**config.mk**
```make
export PLATFORM = sky130hd
export DESIGN_NAME = burst_addr_seq
export DESIGN_NICKNAME = d
export VERILOG_FILES = /design/src/rtl/burst_seq_pkg.sv /design/src/rtl/burst_beat_ctrl.sv /design/src/rtl/burst_base_reg.sv /design/src/rtl/burst_order_map.sv /design/src/rtl/burst_lane_sample.sv /design/src/rtl/burst_addr_seq.sv
export SDC_FILE = /design/constraint.sdc
export NUM_CORES = 1
export LEC_CHECK = 0
export BUFFER_PORTS_ARGS = -buffer_cell sky130_fd_sc_hd__buf_2
export CAP_MARGIN = 20
export CORE_ASPECT_RATIO = 1.5
export CORE_MARGIN = 1
export CORE_UTILIZATION = 52
export CTS_BUF_LIST = sky130_fd_sc_hd__clkbuf_4 sky130_fd_sc_hd__clkbuf_8
export DETAILED_ROUTE_END_ITERATION = 6
export GPL_ROUTABILITY_DRIVEN = 0
export PLACE_DENSITY = 0.95
export SLEW_MARGIN = 5
export SYNTH_ARGS = -nofsm -noshare
export SYNTH_HDL_FRONTEND = slang
export SYNTH_SLANG_ARGS = --single-unit
export TNS_END_PERCENT = 30
```
**constraint.sdc**
```tcl
create_clock -name clk -period 2.6 [get_ports clk]
set_clock_uncertainty 0.15 [all_clocks]
set_input_delay 0.26 -clock clk [delete_from_list [all_inputs] [get_ports clk]]
set_output_delay 0.26 -clock clk [all_outputs]
set_load 0.02 [all_outputs]
```
**src/rtl/burst_seq_pkg.sv**
```systemverilog
package burst_seq_pkg;
  // Ordering of the low address bits within one burst.
  typedef enum logic {
    ORD_LINEAR = 1'b0,
    ORD_XOR    = 1'b1
  } order_e;

  // Number of address bits that move within a burst (four beats).
  localparam int unsigned BURST_BITS = 2;
endpackage

```
**src/rtl/burst_beat_ctrl.sv**
```systemverilog
module burst_beat_ctrl
  import burst_seq_pkg::*;
(
  input  logic                  clk,
  input  logic                  rst_n,
  input  logic                  load_n,
  input  logic                  sel_i,
  input  logic                  wr_i,
  output logic                  take_evt,
  output logic                  adv_evt,
  output logic                  next_wr_act,
  output logic                  active_q,
  output logic                  wr_q,
  output logic [BURST_BITS-1:0] beat_q
);
  logic load_evt;

  assign load_evt    = !load_n;
  assign take_evt    = load_evt && sel_i;
  // Select and write type are only looked at on a load.
  assign adv_evt     = load_n && active_q;
  assign next_wr_act = load_evt ? (sel_i && wr_i) : (active_q && wr_q);

  always_ff @(posedge clk) begin
    if (!rst_n) begin
      active_q <= 1'b0;
      wr_q     <= 1'b0;
      beat_q   <= '0;
    end else if (load_evt) begin
      active_q <= sel_i;
      wr_q     <= sel_i && wr_i;
      if (sel_i) begin
        beat_q <= '0;
      end
    end else if (adv_evt) begin
      // Wraps modulo the burst length, back to the first beat.
      beat_q <= beat_q + 1'b1;
    end
  end
endmodule

```
**src/rtl/burst_base_reg.sv**
```systemverilog
module burst_base_reg #(
  parameter int unsigned ADDR_W = 20
) (
  input  logic              clk,
  input  logic              rst_n,
  input  logic              take_evt,
  input  logic [ADDR_W-1:0] addr_i,
  output logic [ADDR_W-1:0] base_q
);
  always_ff @(posedge clk) begin
    if (!rst_n) begin
      base_q <= '0;
    end else if (take_evt) begin
      base_q <= addr_i;
    end
  end
endmodule

```
**src/rtl/burst_order_map.sv**
```systemverilog
module burst_order_map
  import burst_seq_pkg::*;
#(
  parameter int unsigned ADDR_W = 20
) (
  input  logic [ADDR_W-1:0]     base_i,
  input  logic [BURST_BITS-1:0] beat_i,
  input  logic                  order_sel_i,
  output logic [ADDR_W-1:0]     addr_o
);
  localparam int unsigned HI_W = ADDR_W - BURST_BITS;

  function automatic logic [BURST_BITS-1:0] lin_pos(
    input logic [BURST_BITS-1:0] start,
    input logic [BURST_BITS-1:0] beat
  );
    return start + beat;
  endfunction

  function automatic logic [BURST_BITS-1:0] xor_pos(
    input logic [BURST_BITS-1:0] start,
    input logic [BURST_BITS-1:0] beat
  );
    return start ^ beat;
  endfunction

  logic [BURST_BITS-1:0] low_lin;
  logic [BURST_BITS-1:0] low_xor;
  logic [BURST_BITS-1:0] low_sel;
  order_e                ord;

  assign ord     = order_e'(order_sel_i);
  assign low_lin = lin_pos(base_i[BURST_BITS-1:0], beat_i);
  assign low_xor = xor_pos(base_i[BURST_BITS-1:0], beat_i);
  assign low_sel = (ord == ORD_XOR) ? low_xor : low_lin;
  // Upper bits never take a carry from the low bits.
  assign addr_o  = {base_i[ADDR_W-1 -: HI_W], low_sel};
endmodule

```
**src/rtl/burst_lane_sample.sv**
```systemverilog
module burst_lane_sample #(
  parameter int unsigned LANES = 4
) (
  input  logic             clk,
  input  logic             rst_n,
  input  logic             next_wr_act,
  input  logic [LANES-1:0] lane_en_i,
  output logic [LANES-1:0] lane_q
);
  for (genvar g = 0; g < LANES; g++) begin : g_lane
    always_ff @(posedge clk) begin
      if (!rst_n) begin
        lane_q[g] <= 1'b0;
      end else begin
        lane_q[g] <= next_wr_act && lane_en_i[g];
      end
    end
  end
endmodule

```
**src/rtl/burst_addr_seq.sv**
```systemverilog
module burst_addr_seq
  import burst_seq_pkg::*;
#(
  parameter int unsigned ADDR_W = 20,
  parameter int unsigned LANES  = 4
) (
  input  logic              clk,
  input  logic              rst_n,
  input  logic              load_n,
  input  logic              sel_i,
  input  logic              wr_i,
  input  logic [ADDR_W-1:0] addr_i,
  input  logic [LANES-1:0]  lane_en_i,
  input  logic              order_sel_i,
  output logic [ADDR_W-1:0] addr_o,
  output logic [1:0]        beat_o,
  output logic              active_o,
  output logic              wr_o,
  output logic [LANES-1:0]  lane_we_o
);
  // Named internal events, visible to the bound checker.
  logic                  take_evt;
  logic                  adv_evt;
  logic                  next_wr_act;
  logic [BURST_BITS-1:0] beat_q;
  logic [ADDR_W-1:0]     base_q;

  burst_beat_ctrl ctrl_i (
    .clk         (clk),
    .rst_n       (rst_n),
    .load_n      (load_n),
    .sel_i       (sel_i),
    .wr_i        (wr_i),
    .take_evt    (take_evt),
    .adv_evt     (adv_evt),
    .next_wr_act (next_wr_act),
    .active_q    (active_o),
    .wr_q        (wr_o),
    .beat_q      (beat_q)
  );

  burst_base_reg #(.ADDR_W(ADDR_W)) base_i (
    .clk      (clk),
    .rst_n    (rst_n),
    .take_evt (take_evt),
    .addr_i   (addr_i),
    .base_q   (base_q)
  );

  burst_order_map #(.ADDR_W(ADDR_W)) map_i (
    .base_i      (base_q),
    .beat_i      (beat_q),
    .order_sel_i (order_sel_i),
    .addr_o      (addr_o)
  );

  burst_lane_sample #(.LANES(LANES)) lane_i (
    .clk         (clk),
    .rst_n       (rst_n),
    .next_wr_act (next_wr_act),
    .lane_en_i   (lane_en_i),
    .lane_q      (lane_we_o)
  );

  assign beat_o = beat_q;
endmodule

```
==> results.toml <==
[run_status]
status = "finished, violations left"
violations = "design-rule violations"

[critical_path]
cp.required_ns = 2.19
critical_path_class = "flip-flop to output port"
reg2reg_depth = 3
rrSetupSlack_ns = 1.46
path_max_fanout = 6
endpoint_kind = "output port"
cp.arrival_ns = 1.43
worstSetupStartpointType = "flip-flop"

[power_and_ir_drop]
p_leak_uw = 0.000713
power_density_nw_per_um2 = 494
power.total_uw = 756
ir_worst_vdd_mv = 0.362

[place]
io_buffers = 57
dpl.hpwl_microns = 1720
pre_cts_ws_ns = 1.13

[logic_synthesis]
synth-seq-cells = 28
syn-num-nets = 170
synth_area_sq_um = 1310
ys_types = 20
netlist_instances = 139
yosysSeqAreaShare_pct = 42.7
ys_warn_count = 0
syn_area_per_cell_sq_um = 9.45

[flow_run]
cap_violations = 0

[route]
wl_per_cell_microns = 12.1
drt-pass1-iter-count = 6
dr.first_iter.drc_count = 28
ant_nets = 0
vias = 1024
routed_wl_microns = 2470
viasPerCell = 5.00
drc = 1

[grt]
grt_pass1_vias = 976
grt_max_degree = 26
grt_first_pass_wirelength_microns = 3930
antenna_found_initial = 0
gr-total-overflow = 0
grt_usage_pct = 18.8

[floorplanning]
core_area_sq_um = 2420
pin_count = 58
row_count = 22
die-area_sq_um = 2740
dieHeight_microns = 63.6
initial_core_util_pct = 54.2
fp.dieW_microns = 43.0

[clock_network]
cts_buffer_depth = 2
cts_tree = "built"
numCtsBuffers = 3
path_clk_slew_ns = 0.13
cts_sinks = 28
clkLatencyLatePin_ns = 0.32
cts_setup_buffers = 0
h-tree-depth = 1
root_buffer = "clkbuf_4"

[layout]
drive_gt1_share_pct = 45.9
nets = 214
antennaDiodeCount = 0
area_growth_pct = 16.5
n_fill_cell = 223
fin_util_pct = 63.2

[timing]
final-hold-violation-count = 0
period_minus_slack_ns = 1.84
rsz0062_at_grt = "no"
slew_violations = 0
setup-tns-final_ns = 0
worst_slack_ns = 0.760
slew_headroom_pct = 69.2
final-setup-viol-count = 0
fmaxAchievable_mhz = 544
worstMarginPinSlew_ns = 0.461
hold_slack_ns = 0.0159
post-route-period-util_pct = 70.8

[min_path]
hp-class = "primary input to flip-flop"
hold_depth = 3
timing repair:
item	CTS	global route
gates resized for setup	0	0
hold buffers	4	3
hold endpoints to repair	4	3
cells in the final DEF, fill, tap and decap left out:
cell / netlist / layout
a21o_1: 1 / 1
and2_1: 5 / 5
nor2b_4: 1 / 1
o21ai_0: 1 / 1
nand3_1: 1 / 1
nor2_1: 1 / 1
clkbuf_4: 0 / 3
ha_1: 1 / 1
a21boi_0: 3 / 3
nand3b_1: 1 / 1
nand2b_4: 1 / 1
nor2b_1: 1 / 1
a21boi_2: 21 / 21
buf_2: 0 / 57
xnor2_1: 2 / 2
dlygate4sd3_1: 0 / 7
a21oi_1: 1 / 1
nand2_1: 44 / 44
nand4b_1: 1 / 1
dfxtp_1: 28 / 28
final cells by class:
type	instances	area, sq um	area share [%]
multi-input combinational	86	562	36.7
tap	24	30.0	1.96
sequential	28	561	36.6
clock buffer	3	22.5	1.47
timing repair buffer	64	355	23.2
worst paths after layout:
check / from / endpoint
worst max-delay path: ctrl_i.beat_q[0]$_SDFFE_PN0P_ / addr_o[1]
worst min register to register: base_i.base_q[10]$_SDFFE_PN0P_ / base_i.base_q[10]$_SDFFE_PN0P_
worst min-delay path: addr_i[10] / base_i.base_q[10]$_SDFFE_PN0P_
worst max register to register: ctrl_i.active_q$_SDFFE_PN0N_ / ctrl_i.beat_q[1]$_SDFFE_PN0P_
sequential cells by signal, indices dropped and copies added, names as in the netlist:
signal           flops
base_i.base_q       20
lane_i.lane_q        4
ctrl_i.beat_q        2
ctrl_i.active_q      1
ctrl_i.wr_q          1
worst max-delay path: stages (launching register included):
cell and delay (ns):
dfxtp_1 0.44, ha_1 0.17, nor2b_1 0.17, xnor2_1 0.14
buf_2 0.19
routing by layer:
| layer | global-route usage (%) | vias up | part of all wire [%] |
|---|---|---|---|
| li1 | - | 514 | - |
| met1 | 17.4 | 465 | 37 |
| met2 | 36.9 | 38 | 56 |
| met3 | 2.29 | 7 | 3.8 |
| met4 | 10.6 | 0 | 2.6 |
| met5 | 0 | - | 0 |
per-stage QoR:
step | area (sq um) | std cells
detailed placement | 1440 | 195
floorplan | 1310 | 139
global placement | 1440 | 195
CTS | 1500 | 202
global route | 1530 | 205
finish | 1530 | 205
power by group:
part / leakage, uW / internal [uW] / switching [uW] / total [uW]
sequential: 0.000229 / 447 / 9.74 / 456
combinational: 0.000471 / 60.2 / 70.1 / 130
clock: 0.0000138 / 54.3 / 116 / 170
cells in the mapped netlist:
cell type | number | area share [%]
nor2_1 | 1 | 0.29
dfxtp_1 | 28 | 43
ha_1 | 1 | 0.95
nand4b_1 | 1 | 0.67
a21oi_1 | 1 | 0.38
a21o_1 | 1 | 0.57
o21ai_0 | 1 | 0.38
nand3b_1 | 1 | 0.57
nand3_1 | 1 | 0.38
nand2b_4 | 1 | 1.0
xnor2_1 | 2 | 1.3
nor2b_4 | 1 | 1.0
buf_4 | 20 | 11
and2_1 | 5 | 2.4
nand2_1 | 44 | 13
nor2b_1 | 1 | 0.48
a21boi_2 | 21 | 18
buf_6 | 3 | 2.6
a21boi_0 | 3 | 1.7
clkbuf_1 | 2 | 0.57
logic make-up (layout without fill, tap and decap cells):
| family | count (synthesis) | count (layout) | share of synthesized area [%] |
|---|---|---|---|
| compound gates | 27 | 27 | 21.0 |
| fa+ha+maj | 1 | 1 | 0.952 |
| flops | 28 | 28 | 42.7 |
| buf+inv | 25 | 67 | 14.6 |
| simple gates | 56 | 56 | 19.4 |
| xor+xnor | 2 | 2 | 1.33 |
(Power assumes the default switching activity.)
